`config.mk`:
```
export PLATFORM = sky130hd
export DESIGN_NAME = split_reload_timer
export DESIGN_NICKNAME = d
export VERILOG_FILES = /design/src/rtl/srt_pkg.sv /design/src/rtl/srt_prescale.sv /design/src/rtl/srt_half.sv /design/src/rtl/split_reload_timer.sv
export SDC_FILE = /design/constraint.sdc
export NUM_CORES = 1
export LEC_CHECK = 0
export BUFFER_PORTS_ARGS = -buffer_cell sky130_fd_sc_hd__buf_2
export CAP_MARGIN = 10
export CORE_ASPECT_RATIO = 1.1
export CORE_MARGIN = 2
export CORE_UTILIZATION = 40
export CTS_CLUSTER_SIZE = 20
export DETAILED_ROUTE_END_ITERATION = 16
export GPL_TIMING_DRIVEN = 0
export SYNTH_ARGS = -nofsm -noshare
export SYNTH_HDL_FRONTEND = slang
export SYNTH_SLANG_ARGS = --single-unit
export TNS_END_PERCENT = 30
```
`constraint.sdc`:
```
create_clock -name clk -period 2 [get_ports clk]
set_input_delay 0.4 -clock clk [delete_from_list [all_inputs] [get_ports clk]]
set_output_delay 0.4 -clock clk [all_outputs]
set_load 0.02 [all_outputs]
```
`src/rtl/srt_pkg.sv`:
```
package srt_pkg;
  localparam int REG_W  = 8;
  localparam int ADDR_W = 3;

  localparam logic [ADDR_W-1:0] A_CTRL   = 3'd0;
  localparam logic [ADDR_W-1:0] A_CNT_LO = 3'd1;
  localparam logic [ADDR_W-1:0] A_CNT_HI = 3'd2;
  localparam logic [ADDR_W-1:0] A_RLD_LO = 3'd3;
  localparam logic [ADDR_W-1:0] A_RLD_HI = 3'd4;

  localparam int B_RUN_HI  = 0;
  localparam int B_EXT_SEL = 1;
  localparam int B_FAST_HI = 2;
  localparam int B_FAST_LO = 3;
  localparam int B_LO_IEN  = 4;
  localparam int B_IRQ_EN  = 5;
  localparam int B_FLAG_LO = 6;
  localparam int CFG_W     = 6;

  // Tick choice for one half.
  function automatic logic srt_pick(input logic fast, input logic ext_sel,
                                    input logic t_div, input logic t_ext);
    return fast ? 1'b1 : (ext_sel ? t_ext : t_div);
  endfunction

  // Next count on a tick: wrap loads the reload value.
  function automatic logic [REG_W-1:0] srt_advance(input logic [REG_W-1:0] cnt,
                                                   input logic [REG_W-1:0] rld);
    return (&cnt) ? rld : cnt + 1'b1;
  endfunction
endpackage

```
`src/rtl/srt_prescale.sv`:
```
module srt_prescale #(
  parameter int DIV_SYS = 12,
  parameter int DIV_EXT = 8
) (
  input  logic clk,
  input  logic rst_n,
  input  logic ext_clk,
  output logic tick_div,
  output logic tick_ext
);
  localparam int SW = (DIV_SYS > 1) ? $clog2(DIV_SYS) : 1;
  localparam int EW = (DIV_EXT > 1) ? $clog2(DIV_EXT) : 1;

  logic [SW-1:0] sys_cnt;
  logic [EW-1:0] ext_cnt;
  logic [2:0]    ext_sh;
  logic          ext_rise;

  assign tick_div = (sys_cnt == SW'(DIV_SYS - 1));
  assign ext_rise = ext_sh[1] & ~ext_sh[2];
  assign tick_ext = ext_rise && (ext_cnt == EW'(DIV_EXT - 1));

  always_ff @(posedge clk) begin
    if (!rst_n) begin
      sys_cnt <= '0;
      ext_cnt <= '0;
      ext_sh  <= '0;
    end else begin
      ext_sh  <= {ext_sh[1:0], ext_clk};
      sys_cnt <= tick_div ? '0 : sys_cnt + 1'b1;
      if (ext_rise) ext_cnt <= tick_ext ? '0 : ext_cnt + 1'b1;
    end
  end
endmodule

```
`src/rtl/srt_half.sv`:
```
module srt_half
  import srt_pkg::*;
(
  input  logic             clk,
  input  logic             rst_n,
  input  logic             run,
  input  logic             fast,
  input  logic             ext_sel,
  input  logic             tick_div,
  input  logic             tick_ext,
  input  logic             cnt_we,
  input  logic             rld_we,
  input  logic [REG_W-1:0] wdata,
  output logic [REG_W-1:0] cnt,
  output logic [REG_W-1:0] rld,
  output logic             tick,
  output logic             ovf
);
  assign tick = run && srt_pick(fast, ext_sel, tick_div, tick_ext);
  assign ovf  = tick && !cnt_we && (&cnt);

  always_ff @(posedge clk) begin
    if (!rst_n) begin
      cnt <= '0;
      rld <= '0;
    end else begin
      if (cnt_we)    cnt <= wdata;
      else if (tick) cnt <= srt_advance(cnt, rld);
      if (rld_we)    rld <= wdata;
    end
  end
endmodule

```
`src/rtl/split_reload_timer.sv`:
```
module split_reload_timer
  import srt_pkg::*;
#(
  parameter int DIV_SYS = 12,
  parameter int DIV_EXT = 8
) (
  input  logic              clk,
  input  logic              rst_n,
  input  logic              ext_clk,
  input  logic              wr_en,
  input  logic [ADDR_W-1:0] wr_addr,
  input  logic [REG_W-1:0]  wr_data,
  input  logic [ADDR_W-1:0] rd_addr,
  output logic [REG_W-1:0]  rd_data,
  output logic              irq
);
  logic [CFG_W-1:0] cfg;
  logic [1:0]       flag_v, tick_v, ovf_v, cnt_we_v, rld_we_v, run_v, fast_v;
  logic [REG_W-1:0] cnt_v [2];
  logic [REG_W-1:0] rld_v [2];
  logic             tick_div, tick_ext, ctrl_we;

  // Named internal events for the checker.
  logic             ovf_lo, ovf_hi, flag_lo, flag_hi, run_hi, irq_en, lo_ien, cnt_hi_we;
  logic [REG_W-1:0] cnt_lo, cnt_hi, rld_lo, rld_hi;

  srt_prescale #(.DIV_SYS(DIV_SYS), .DIV_EXT(DIV_EXT)) u_pre (
    .clk(clk), .rst_n(rst_n), .ext_clk(ext_clk),
    .tick_div(tick_div), .tick_ext(tick_ext)
  );

  assign ctrl_we = wr_en && (wr_addr == A_CTRL);
  assign run_v   = {cfg[B_RUN_HI], 1'b1};
  assign fast_v  = {cfg[B_FAST_HI], cfg[B_FAST_LO]};

  for (genvar h = 0; h < 2; h++) begin : g_half
    assign cnt_we_v[h] = wr_en && (wr_addr == A_CNT_LO + ADDR_W'(h));
    assign rld_we_v[h] = wr_en && (wr_addr == A_RLD_LO + ADDR_W'(h));

    srt_half u_half (
      .clk(clk), .rst_n(rst_n), .run(run_v[h]), .fast(fast_v[h]),
      .ext_sel(cfg[B_EXT_SEL]), .tick_div(tick_div), .tick_ext(tick_ext),
      .cnt_we(cnt_we_v[h]), .rld_we(rld_we_v[h]), .wdata(wr_data),
      .cnt(cnt_v[h]), .rld(rld_v[h]), .tick(tick_v[h]), .ovf(ovf_v[h])
    );

    always_ff @(posedge clk) begin
      if (!rst_n) flag_v[h] <= 1'b0;
      else        flag_v[h] <= ovf_v[h] | (ctrl_we ? wr_data[B_FLAG_LO + h] : flag_v[h]);
    end
  end

  always_ff @(posedge clk) begin
    if (!rst_n)       cfg <= '0;
    else if (ctrl_we) cfg <= wr_data[CFG_W-1:0];
  end

  always_ff @(posedge clk) begin
    if (!rst_n) rd_data <= '0;
    else begin
      case (rd_addr)
        A_CTRL:   rd_data <= {flag_v, cfg};
        A_CNT_LO: rd_data <= cnt_v[0];
        A_CNT_HI: rd_data <= cnt_v[1];
        A_RLD_LO: rd_data <= rld_v[0];
        A_RLD_HI: rd_data <= rld_v[1];
        default:  rd_data <= '0;
      endcase
    end
  end

  assign irq_en    = cfg[B_IRQ_EN];
  assign lo_ien    = cfg[B_LO_IEN];
  assign run_hi    = cfg[B_RUN_HI];
  assign flag_lo   = flag_v[0];
  assign flag_hi   = flag_v[1];
  assign ovf_lo    = ovf_v[0];
  assign ovf_hi    = ovf_v[1];
  assign cnt_lo    = cnt_v[0];
  assign cnt_hi    = cnt_v[1];
  assign rld_lo    = rld_v[0];
  assign rld_hi    = rld_v[1];
  assign cnt_hi_we = cnt_we_v[1];

  assign irq = irq_en & (flag_hi | (flag_lo & lo_ien));
endmodule

```
After elaboration in Yosys (flattened, before gate mapping)
Index checks and enable logic that the tools add are counted.
{"block": "totals", "register_bits": 58, "wordCells": 66, "inputBits": 18, "out_inout_bits": 9}
{"block": "op_classes", "mux": 13, "eq_ne": 10, "n_reduce_logical": 20, "bitwise": 8, "n_addsub": 4}
{"op": "8-bit two-way mux", "n": 6}
{"op": "8-bit case mux with 5 select lines", "n": 1}
{"op": "8-bit by 1-bit adder with 8-bit output, second input constant", "n": 2}
{"op": "8-bit AND reduction", "n": 2}
{"op": "3-bit by 2-bit == test with 1-bit output, second input constant", "n": 4}
{"op": "1-bit logical AND", "n": 11}
{"op": "3-bit == test, second input constant", "n": 3}
{"op": "3-bit by 1-bit == test with 1-bit output, second input constant", "n": 2}
{"op": "3-bit logical NOT", "n": 2}
{"op": "1-bit two-way mux", "n": 5}
{"op": "4-bit by 1-bit adder with 4-bit output, second input constant", "n": 1}
{"op": "4-bit == test, second input constant", "n": 1}
{"op": "2-bit nonzero test", "n": 2}
{"op": "3-bit by 1-bit adder with 3-bit output, second input constant", "n": 1}
{"op": "1-bit bitwise AND", "n": 3}
{"op": "3-bit two-way mux", "n": 1}
{"op": "1-bit OR", "n": 3}
{"op": "1-bit logical NOT", "n": 2}
{"op": "1-bit NOT", "n": 2}
{"op": "2-bit OR reduction", "n": 1}

Logic depth before layout (Yosys ltp)
Gate-level depths: netlist of the first run.
{"block": "logic_depth", "depth_word": 9, "depth_mapped": 6, "ltp_nobuf": 6}

By module
Synthesis of the first run repeated with hierarchy kept, for this count alone.
{"block": "hier_totals", "hier_cells": 352, "hier_area_um2": 3185.6}
{"module": "srt_half", "seq_area_each_um2": 320.3, "cells_each": 101, "n_inst": 2, "area_each_um2": 877.1}
{"module": "split_reload_timer", "seq_area_each_um2": 320.3, "cells_each": 109, "n_inst": 1, "area_each_um2": 1019.7}
{"module": "srt_prescale", "seq_area_each_um2": 200.2, "cells_each": 41, "n_inst": 1, "area_each_um2": 411.6}

Worst setup path before layout of the first run
Ideal clock, no wire load.
{"block": "synth_path", "path_kind": "flip-flop to flip-flop", "start": "register u_pre.ext_cnt[0]", "end": "register g_half[0].u_half.cnt[2]", "setup_slack_ns": 0.377, "setup_time_ns": 0.121, "n_path_buf": 0, "period_less_slack_ns": 1.623, "stages_incl_launch_ff": 7, "required_ns": 1.879, "arrival_time_ns": 1.503, "cell_sequence": "dfxtp_1 ha_1 ha_1 and4b_2 o31ai_1 mux2i_1 a21oi_1"}
{"block": "synth_between", "elab_chain_cells": 5}
{"element": "from (decl)", "line": "srt_prescale.sv:15", "text": "logic [EW-1:0] ext_cnt;"}
{"element": "from (signal assigned)", "line": "srt_prescale.sv:31", "text": "if (ext_rise) ext_cnt <= tick_ext ? '0 : ext_cnt + 1'b1;"}
{"element": "3-bit == test", "line": "srt_prescale.sv:21", "text": "assign tick_ext = ext_rise && (ext_cnt == EW'(DIV_EXT - 1));"}
{"element": "1-bit logical AND", "line": "srt_prescale.sv:21"}
{"element": "1-bit two-way mux (2 in series)", "line": "srt_pkg.sv:23", "text": "return fast ? 1'b1 : (ext_sel ? t_ext : t_div);"}
{"element": "2-bit nonzero test (no line)"}
{"element": "to (signal assigned)", "line": "srt_half.sv:27", "text": "if (cnt_we) cnt <= wdata;"}
{"element": "to (signal assigned)", "line": "srt_half.sv:28", "text": "else if (tick) cnt <= srt_advance(cnt, rld);"}
{"element": "to (decl)", "line": "srt_half.sv:14", "text": "output logic [REG_W-1:0] cnt,"}
Every way passes these cells.
A chain may end at the register's enable or synchronous reset.

Worst setup path in the final report of the first run
{"block": "layout_path", "start": "register g_half[1].u_half.cnt[0]", "end": "register g_half[1].u_half.cnt[1]"}
{"block": "layout_between", "elab_chain_cells": 4, "word_cells_on_any_way": 5, "classes_between": "add/sub: 1; mux: 3; reduce/logical: 1"}
{"element": "from (decl)", "line": "srt_half.sv:14"}
{"element": "from (signal assigned)", "line": "srt_half.sv:27"}
{"element": "from (signal assigned)", "line": "srt_half.sv:28"}
{"element": "8-bit by 1-bit adder with 8-bit output / 8-bit AND reduction (equally long branches)", "line": "srt_pkg.sv:29", "text": "return (&cnt) ? rld : cnt + 1'b1;"}
{"element": "8-bit two-way mux *", "line": "srt_pkg.sv:29"}
{"element": "8-bit two-way mux *", "line": "srt_half.sv:28"}
{"element": "8-bit two-way mux *", "line": "srt_half.sv:27"}
Mark *: on every way between the ends. The rest lies on a longest branch, timed or not. The select of a mux whose other input is x is not followed.

==> results of run 1 <==
==> flip-flops by register name (all words and copies together) (netlist names) <==
name and flops:
g_half.u_half.rld 16, g_half.u_half.cnt 16, cfg 6, flag_hi 1
u_pre.ext_sh 3, rd_data 8, u_pre.ext_cnt 3, flag_lo 1
u_pre.sys_cnt 4
==> final cells by class <==
cell class	instances	area share, %
buffer	16	2.25
clock buffer	13	4.25
clock inverter	3	0.428
inverter	5	0.535
multi-input combinational	274	52.0
sequential	58	33.1
tap	105	3.75
timing repair buffer	26	3.71
==> worst max-delay path, stage by stage (launching register included) <==
cell      delay, ns
dfxtp_1        0.46
ha_1           0.24
clkbuf_1       0.36
inv_1          0.16
o31ai_1        0.29
a211o_1        0.17
a31oi_1        0.09
==> through the flow <==
step	power [uW]	utilization, %	setup WS (ns)	area, um2
floorplan	1360	-	0.377	3080
global route	2470	46.9	0.0104	3510
detailed placement	1450	44.7	0.0701	3340
global placement	1440	44.7	0.0782	3340
CTS	2380	46.9	0.166	3510
finish	2370	46.9	0.106	3510
==> synthesized netlist by cell type (all sizes together), types with 5 or more instances <==
| library cell | number |
|---|---|
| dfxtp | 58 |
| nor2 | 37 |
| a21oi | 35 |
| nand2 | 30 |
| mux2i | 27 |
| nand3 | 22 |
| nor3 | 11 |
| o21ai | 11 |
| and2 | 9 |
| and3 | 9 |
| nand4 | 9 |
| buf | 8 |
| clkbuf | 8 |
| a22oi | 7 |
| a311oi | 7 |
| a31oi | 7 |
| ha | 5 |
| o31ai | 5 |
==> power by group through the flow <==
stage | logic, uW | registers, uW | clock network, uW
6_report | 204 | 1220 | 948
5_1_grt | 225 | 1230 | 1020
4_1_cts | 202 | 1220 | 958
3_5_place_dp | 202 | 1250 | 0
3_3_place_gp | 199 | 1250 | 0
2_1_floorplan | 121 | 1240 | 0
==> path summary, 6_finish.rpt <==
path	from	end	slack (ns)	depth (start not counted)
max	g_half[1].u_half.cnt[0]	g_half[1].u_half.cnt[1]	0.11	6
min	ext_clk	u_pre.ext_sh[0]	0.26	2
max reg2reg	g_half[1].u_half.cnt[0]	g_half[1].u_half.cnt[1]	0.11	6
min reg2reg	u_pre.ext_sh[0]	u_pre.ext_sh[1]	0.43	1
==> placed cells by master (no fill, tap or decap), types with 9 or more instances in the layout <==
master	synthesis	final
dfxtp_1	58	58
nor2_1	37	37
a21oi_1	35	35
buf_2	6	32
nand2_1	30	30
mux2i_1	27	27
nand3_1	22	22
clkbuf_1	8	11
o21ai_0	11	11
clkbuf_8	0	10
and3_1	9	9
and2_1	9	9
nand4_1	9	9
nor3_1	9	9
==> per-layer routing <==
metal / track usage (%) / vias to the layer above
met5: 0 / -
met4: 8.97 / 0
met3: 4.29 / 20
met2: 35.4 / 113
met1: 30.6 / 1346
li1: - / 1395
==> kinds of logic after synthesis <==
family,synth area share [%]
xor+xnor,0.569
buf+inv,3.17
mux,9.87
fa+ha+maj,2.03
simple gates,27.4
compound gates,19.3
flops,37.7
==> results.yml, run 1 <==
cts:
  cts_setup_buffers: 0
  cts_tree: "done"
  clock-sinks: 58
  cts_buffers: 9
  cts_resized: 0
  path_clk_slew_ns: 0.06
  root_buffer: "clkbuf_8"
  insertion_delay_ns: 0.35
  htree_levels: 3
  ctsHoldBuffers: 0
  ctsLongestPathBuffers: 2
global_routing:
  grt-ovfl-total: 0
  grt_pass1_vias: 2647
  grtUsageTotal_pct: 22.6
  antenna_found_initial: 0
  grt_pass1_wl_um: 14200
  grt_max_degree: 11
die:
  fp.dieArea_um2: 8420
  die_height_um: 96.1
  initial_core_util_pct: 41.2
  io_pins: 27
  fp.dieW_um: 87.7
  rows: 33
  core_um2: 7470
placed_design:
  io_buffers: 26
  gp_congestion: 0.888
  placed_cells: 484
  dp_hpwl_um: 6340
critical_path:
  arrival_ns: 2.12
  critPathRequiredTime_ns: 2.23
  start_kind: "flop"
  worst_setup_path_end_kind: "flop"
  critical_path_class: "flop to flop"
  cp_max_fo: 10
power_and_ir_drop:
  pwr-share-clk_pct: 39.9
  netSwitchingFraction_pct: 26.7
  irDropWorstVdd_mv: 0.444
  power_frac_comb_pct: 8.6
  cellLeakagePower_uw: 0.00132
  p_seq_share_pct: 51.5
  power_density_nw_per_um2: 677
  p_switching_uw: 634
  p_int_uw: 1740
cells_and_area:
  drive_above_1_share_pct: 14.9
  stdcell_count: 500
  ff_latch_area_um2: 1160
  fin_nets: 413
  n_fill_cell: 761
  syn2layout_area_growth_pct: 13.8
  n_antenna_cell: 0
  multiInputGateArea_um2: 1820
drt:
  vias: 2874
  wl_per_cell_um: 17.8
  met3_length_um: 495
  drtIter0Drc: 252
  met1_length_um: 4030
  top_layer_used: "met4"
  dr_wl_met2_um: 4190
  antenna_left: 0
  finalWirelength_um: 8890
  drtPass1Iterations: 5
  vias_per_cell: 5.75
  drcViolationCount: 0
sta:
  max_slew_margin_pct: 33.6
  max_freq_mhz: 528
  skew_ns: 0.00903
  finalSetupViolations: 0
  drv_slew: 0
  hold_violations: 0
  finalCritPeriodShare_pct: 94.7
  fin_setup_tns_ns: 0
  whs_ns: 0.264
  worst_slew_pin_slew_ns: 0.993
  min_period_ns: 1.89
  rsz0062_at_grt: "false"
logic_synthesis:
  ys_ff_latch: 58
  synth_nets: 376
  synth_area_leaders: "dfxtp_1 38%, mux2i_1 8.8%, a21oi_1 5.7%, nor2_1 4.5%, nand2_1 3.7%"
  avgSynthCellArea_um2: 8.73
  synth_cell_types: 54
  synth_seq_area_share_pct: 37.7
  synth-main-ff-cell: "dfxtp_1"
  synth_cells: 353
  yosysWarnings: 0
  synth_top_area_cell: "dfxtp_1"
  synthesis.area_um2: 3080
  synth-edff-count: 0
  async_flop_share_pct: 0
  synth_top_area_share_pct: 37.7
flow_run:
  cap_violations: 0
worst_hold_path:
  min_path_type: "input pin to flop"
run_status:
  status: "finished, final reports clean"
Note: power is estimated with default switching activity, not from simulation.
==> run 2, diff against run 1 <==
--- a/config.mk
+++ b/config.mk
@@ -9,10 +9,11 @@
 export CAP_MARGIN = 10
 export CORE_ASPECT_RATIO = 1.1
 export CORE_MARGIN = 2
-export CORE_UTILIZATION = 40
+export CORE_UTILIZATION = 38
 export CTS_CLUSTER_SIZE = 20
 export DETAILED_ROUTE_END_ITERATION = 16
 export GPL_TIMING_DRIVEN = 0
+export SKIP_CTS_REPAIR_TIMING = 1
 export SYNTH_ARGS = -nofsm -noshare
 export SYNTH_HDL_FRONTEND = slang
 export SYNTH_SLANG_ARGS = --single-unit
==> run 2 against run 1 <==
Final cell count grew 0.60%. Die area grew 5.0%. Non-clock buffer count did not move. Global-route usage fell by 1.0 points. Largest power group unchanged. Register-to-register slack improved by 0.06 ns. Clock skew barely moved. Routed wire length rose by 2.6%.
==> results.yml, run 2 (same netlist as run 1, synthesis figures left out) <==
cells_and_area:
  syn2layout_area_growth_pct: 14.7
  fin_area_um2: 3540
  top_regs: "g_half.u_half.cnt: 16 flops, g_half.u_half.rld: 16 flops, rd_data: 8 flops"
  n_antenna_cell: 0
  n_fill_cell: 830
  fin_util_pct: 44.7
  drive_above_1_share_pct: 15.7
  stdcell_count: 503
  layout_commonest_cell: "dfxtp_1"
  fin_nets: 413
  layout_common_cells: "58 x dfxtp_1, 37 x nor2_1, 35 x a21oi_1, 32 x buf_2, 30 x nand2_1"
placed_design:
  io_buffers: 26
  postPlaceCellArea_um2: 3350
  placed_cells: 487
  dp_hpwl_um: 6530
  gp_congestion: 0.945
sta:
  rsz0062_at_grt: "false"
  whs_ns: 0.263
  fin_setup_tns_ns: 0
  finalCritPeriodShare_pct: 91.8
  finalSetupViolations: 0
  skew_ns: 0.00863
  max_slew_margin_pct: 34.8
  hold_violations: 0
  min_period_ns: 1.84
  worst_slew_pin_slew_ns: 0.976
  drv_slew: 0
  max_freq_mhz: 545
die:
  initial_core_util_pct: 38.9
  rows: 34
  fp.dieW_um: 89.9
  core_um2: 7910
  io_pins: 27
  fp.dieArea_um2: 8850
  die_height_um: 98.5
critical_path:
  cp_slowest_cell: "dfxtp_1"
  r2r_setup_slack_ns: 0.16
  critical_path_class: "flop to flop"
  worstPathCellList: "ha_1, buf_2, and4_1, a21oi_1, a311oi_1, o31ai_1"
  cp_max_fo: 8
  reg2reg_to: "g_half[0].u_half.cnt[0]"
  timing.rr.start: "g_half[0].u_half.cnt[0]"
  reg2reg_depth: 6
  start_kind: "flop"
  arrival_ns: 2.06
  worst_setup_path_end_kind: "flop"
  critPathRequiredTime_ns: 2.22
  slowest_delay_ns: 0.43
drt:
  drcViolationCount: 0
  finalWirelength_um: 9120
  vias: 2891
  wl_per_cell_um: 18.1
  drtPass1Iterations: 5
  antenna_left: 0
  drtIter0Drc: 233
  vias_per_cell: 5.75
power_and_ir_drop:
  cellLeakagePower_uw: 0.00134
  irDropWorstVdd_mv: 0.303
  power_density_nw_per_um2: 689
global_routing:
  antenna_found_initial: 0
  grtUsageTotal_pct: 21.6
  use_met3_pct: 3.06
  use_met2_pct: 35.1
  grt_pass1_wl_um: 15000
  grt_busiest_layer: "met2"
  grt-ovfl-total: 0
  grt_max_degree: 11
  grt_use_met1_pct: 29.4
  grt_pass1_vias: 2682
cts:
  cts_buffers: 9
  path_clk_slew_ns: 0.06
  insertion_delay_ns: 0.34
  htree_levels: 3
  root_buffer: "clkbuf_8"
  ctsLongestPathBuffers: 2
  clock-sinks: 58
  cts_tree: "done"
worst_hold_path:
  hp-start: "ext_clk"
  min_to: "u_pre.ext_sh[0]"
  min_path_type: "input pin to flop"
  holdPathStages: 2
run_status:
  status: "finished, final reports clean"
flow_run:
  cap_violations: 0
==> run 2: how the worst max path moves through the flow <==
stage	startpoint	endpoint	slack, ns	cells past startpoint
2_1_floorplan	u_pre.ext_cnt[0]	g_half[0].u_half.cnt[2]	0.38	6
3_5_place_dp	rd_addr[1]	rd_data[3]	0.07	5
5_1_grt	u_pre.ext_cnt[0]	g_half[1].u_half.cnt[6]	0.003	6
6_report	g_half[0].u_half.cnt[0]	g_half[0].u_half.cnt[0]	0.16	6
3_3_place_gp	rd_addr[1]	rd_data[3]	0.11	5
4_1_cts	u_pre.ext_cnt[0]	g_half[0].u_half.cnt[0]	0.15	6
==> run 2: report_power, final <==
group | internal [uW] | switching (uW)
registers | 1190 | 36.1
logic | 75.7 | 128
clock network | 548 | 461
==> run 2: routing by layer <==
metal / up-vias / share of wire, %
met5: - / 0
met4: 0 / 2.0
met1: 1364 / 44
met2: 110 / 48
met3: 18 / 6.4
li1: 1399 / -
==> run 2: layout make-up <==
cell class / count / area (um2) / area share [%]
clock buffer: 14 / 173 / 4.88
tap: 108 / 135 / 3.82
multi-input combinational: 274 / 1830 / 51.7
clock inverter: 2 / 10.0 / 0.283
inverter: 5 / 18.8 / 0.531
sequential: 58 / 1160 / 32.8
buffer: 16 / 80.1 / 2.26
timing repair buffer: 26 / 130 / 3.68
==> run 2: critical path: cells and delay by family (launching register included) <==
| family | cells | cell delay (ns) |
|---|---|---|
| fa+ha+maj | 1 | 0.17 |
| buf+inv | 1 | 0.20 |
| simple gates | 1 | 0.34 |
| compound gates | 3 | 0.58 |
| flops | 1 | 0.43 |
==> run 2: per-stage QoR <==
| step | power [uW] | setup WS (ns) |
|---|---|---|
| 2_1_floorplan | 1360 | 0.377 |
| 3_3_place_gp | 1440 | 0.106 |
| 3_5_place_dp | 1450 | 0.0721 |
| 4_1_cts | 2450 | 0.149 |
| 5_1_grt | 2540 | 0.00254 |
| 6_report | 2440 | 0.164 |
==> run 3, diff against run 2 <==
--- a/config.mk
+++ b/config.mk
@@ -13,6 +13,7 @@
 export CTS_CLUSTER_SIZE = 20
 export DETAILED_ROUTE_END_ITERATION = 16
 export GPL_TIMING_DRIVEN = 0
+export RECOVER_POWER = 25
 export SKIP_CTS_REPAIR_TIMING = 1
 export SYNTH_ARGS = -nofsm -noshare
 export SYNTH_HDL_FRONTEND = slang
==> run 3 against run 2 <==
Sequential cell count unchanged. Combinational power about the same. Routed wire length decreased by 0.12%. Clock skew about the same. Largest cell class unchanged. Count of clock-buffer cells in the layout unchanged.
==> results.yml, run 3 (same netlist as run 1, synthesis figures left out) <==
run_status:
  status: "finished, final reports clean"
die:
  die_height_um: 98.5
  initial_core_util_pct: 38.9
  core_um2: 7910
  fp.dieW_um: 89.9
  io_pins: 27
  rows: 34
  fp.dieArea_um2: 8850
global_routing:
  grt_max_degree: 11
  grt_pass1_vias: 2682
  antenna_found_initial: 0
  grt_pass1_wl_um: 15000
  grt-ovfl-total: 0
  grtUsageTotal_pct: 21.6
placed_design:
  postPlaceCellArea_um2: 3350
  io_buffers: 26
  dp_hpwl_um: 6530
  gp_congestion: 0.945
  placed_cells: 487
critical_path:
  worst_setup_path_end_kind: "flop"
  critPathRequiredTime_ns: 2.25
  critical_path_class: "flop to flop"
  arrival_ns: 2.08
  cp_max_fo: 8
  start_kind: "flop"
drt:
  drtIter0Drc: 230
  drcViolationCount: 0
  wl_per_cell_um: 18.1
  finalWirelength_um: 9110
  vias: 2894
  antenna_left: 0
  drtPass1Iterations: 6
  vias_per_cell: 5.75
power_and_ir_drop:
  pwr-share-clk_pct: 41.4
  netSwitchingFraction_pct: 25.7
  p_seq_share_pct: 50.2
  cellLeakagePower_uw: 0.00130
  power_frac_comb_pct: 8.3
  power_density_nw_per_um2: 690
  p_int_uw: 1810
  irDropWorstVdd_mv: 0.303
  p_total_uw: 2430
  p_switching_uw: 625
sta:
  hold_violations: 0
  fin_setup_tns_ns: 0
  finalCritPeriodShare_pct: 91.5
  skew_ns: 0.00908
  min_period_ns: 1.83
  worst_slew_pin_slew_ns: 0.983
  rsz0062_at_grt: "false"
  max_slew_margin_pct: 34.3
  finalSetupViolations: 0
  drv_slew: 0
  max_freq_mhz: 547
cts:
  root_buffer: "clkbuf_8"
  cts_tree: "done"
  clock-sinks: 58
  insertion_delay_ns: 0.34
  cts_buffers: 9
  htree_levels: 3
  ctsLongestPathBuffers: 2
  path_clk_slew_ns: 0.06
cells_and_area:
  layout_common_cells: "58 x dfxtp_1, 37 x nor2_1, 35 x a21oi_1, 30 x nand2_1, 27 x mux2i_1"
  n_antenna_cell: 0
  stdcell_count: 503
  layout_commonest_cell: "dfxtp_1"
  syn2layout_area_growth_pct: 14.4
  fin_nets: 413
  fin_area_um2: 3530
  top_regs: "g_half.u_half.cnt: 16 flops, g_half.u_half.rld: 16 flops, rd_data: 8 flops"
  drive_above_1_share_pct: 13.7
flow_run:
  cap_violations: 0
worst_hold_path:
  min_path_type: "input pin to flop"
run 3: worst paths after layout:
| kind | startpoint | to | slack, ns | cells past startpoint |
|---|---|---|---|---|
| worst min-delay path | ext_clk | u_pre.ext_sh[0] | 0.26 | 2 |
| worst max-delay path | g_half[0].u_half.cnt[0] | g_half[0].u_half.cnt[3] | 0.17 | 6 |
| worst min register to register | u_pre.ext_sh[0] | u_pre.ext_sh[1] | 0.43 | 1 |
| worst max register to register | g_half[0].u_half.cnt[0] | g_half[0].u_half.cnt[3] | 0.17 | 6 |
run 3: critical path, stage by stage, from the launching register on:
cell and delay, ns:
dfxtp_1 0.43, ha_1 0.17, buf_2 0.19, and4_1 0.34
a21oi_1 0.11, o2111a_1 0.25, o32ai_1 0.25
run 3: stage by stage:
stage	worst slack [ns]	utilization (%)	hold slack, ns
2_1_floorplan	0.377	-	0.412
3_3_place_gp	0.106	42.3	0.415
3_5_place_dp	0.0721	42.3	0.423
4_1_cts	0.149	44.6	0.260
5_1_grt	0.00250	44.6	0.263
6_report	0.170	44.6	0.263
run 3: routing by layer:
metal | track usage, % | part of all wire (%) | up-vias
met5 | 0 | 0 | -
met4 | 7.93 | 1.9 | 0
met3 | 3.06 | 6.7 | 17
met2 | 35.1 | 48 | 120
met1 | 29.4 | 44 | 1361
li1 | - | - | 1396
run 3: power by group through the flow:
stage | combinational (uW) | clock (uW) | sequential [uW]
finish | 203 | 1010 | 1220
global route | 226 | 1090 | 1230
CTS | 204 | 1020 | 1220
detailed placement | 203 | 0 | 1250
global placement | 199 | 0 | 1250
floorplan | 121 | 0 | 1240
run 3: final cells by class:
class	instances	area [um2]
plain buffers	16	80.1
repair buffers	26	120
flip-flops and latches	58	1160
clock buffers	14	173
clock inverters	2	10.0
fillers	832	4390
inverters	5	18.8
well taps	108	135
multi-input cells	274	1830
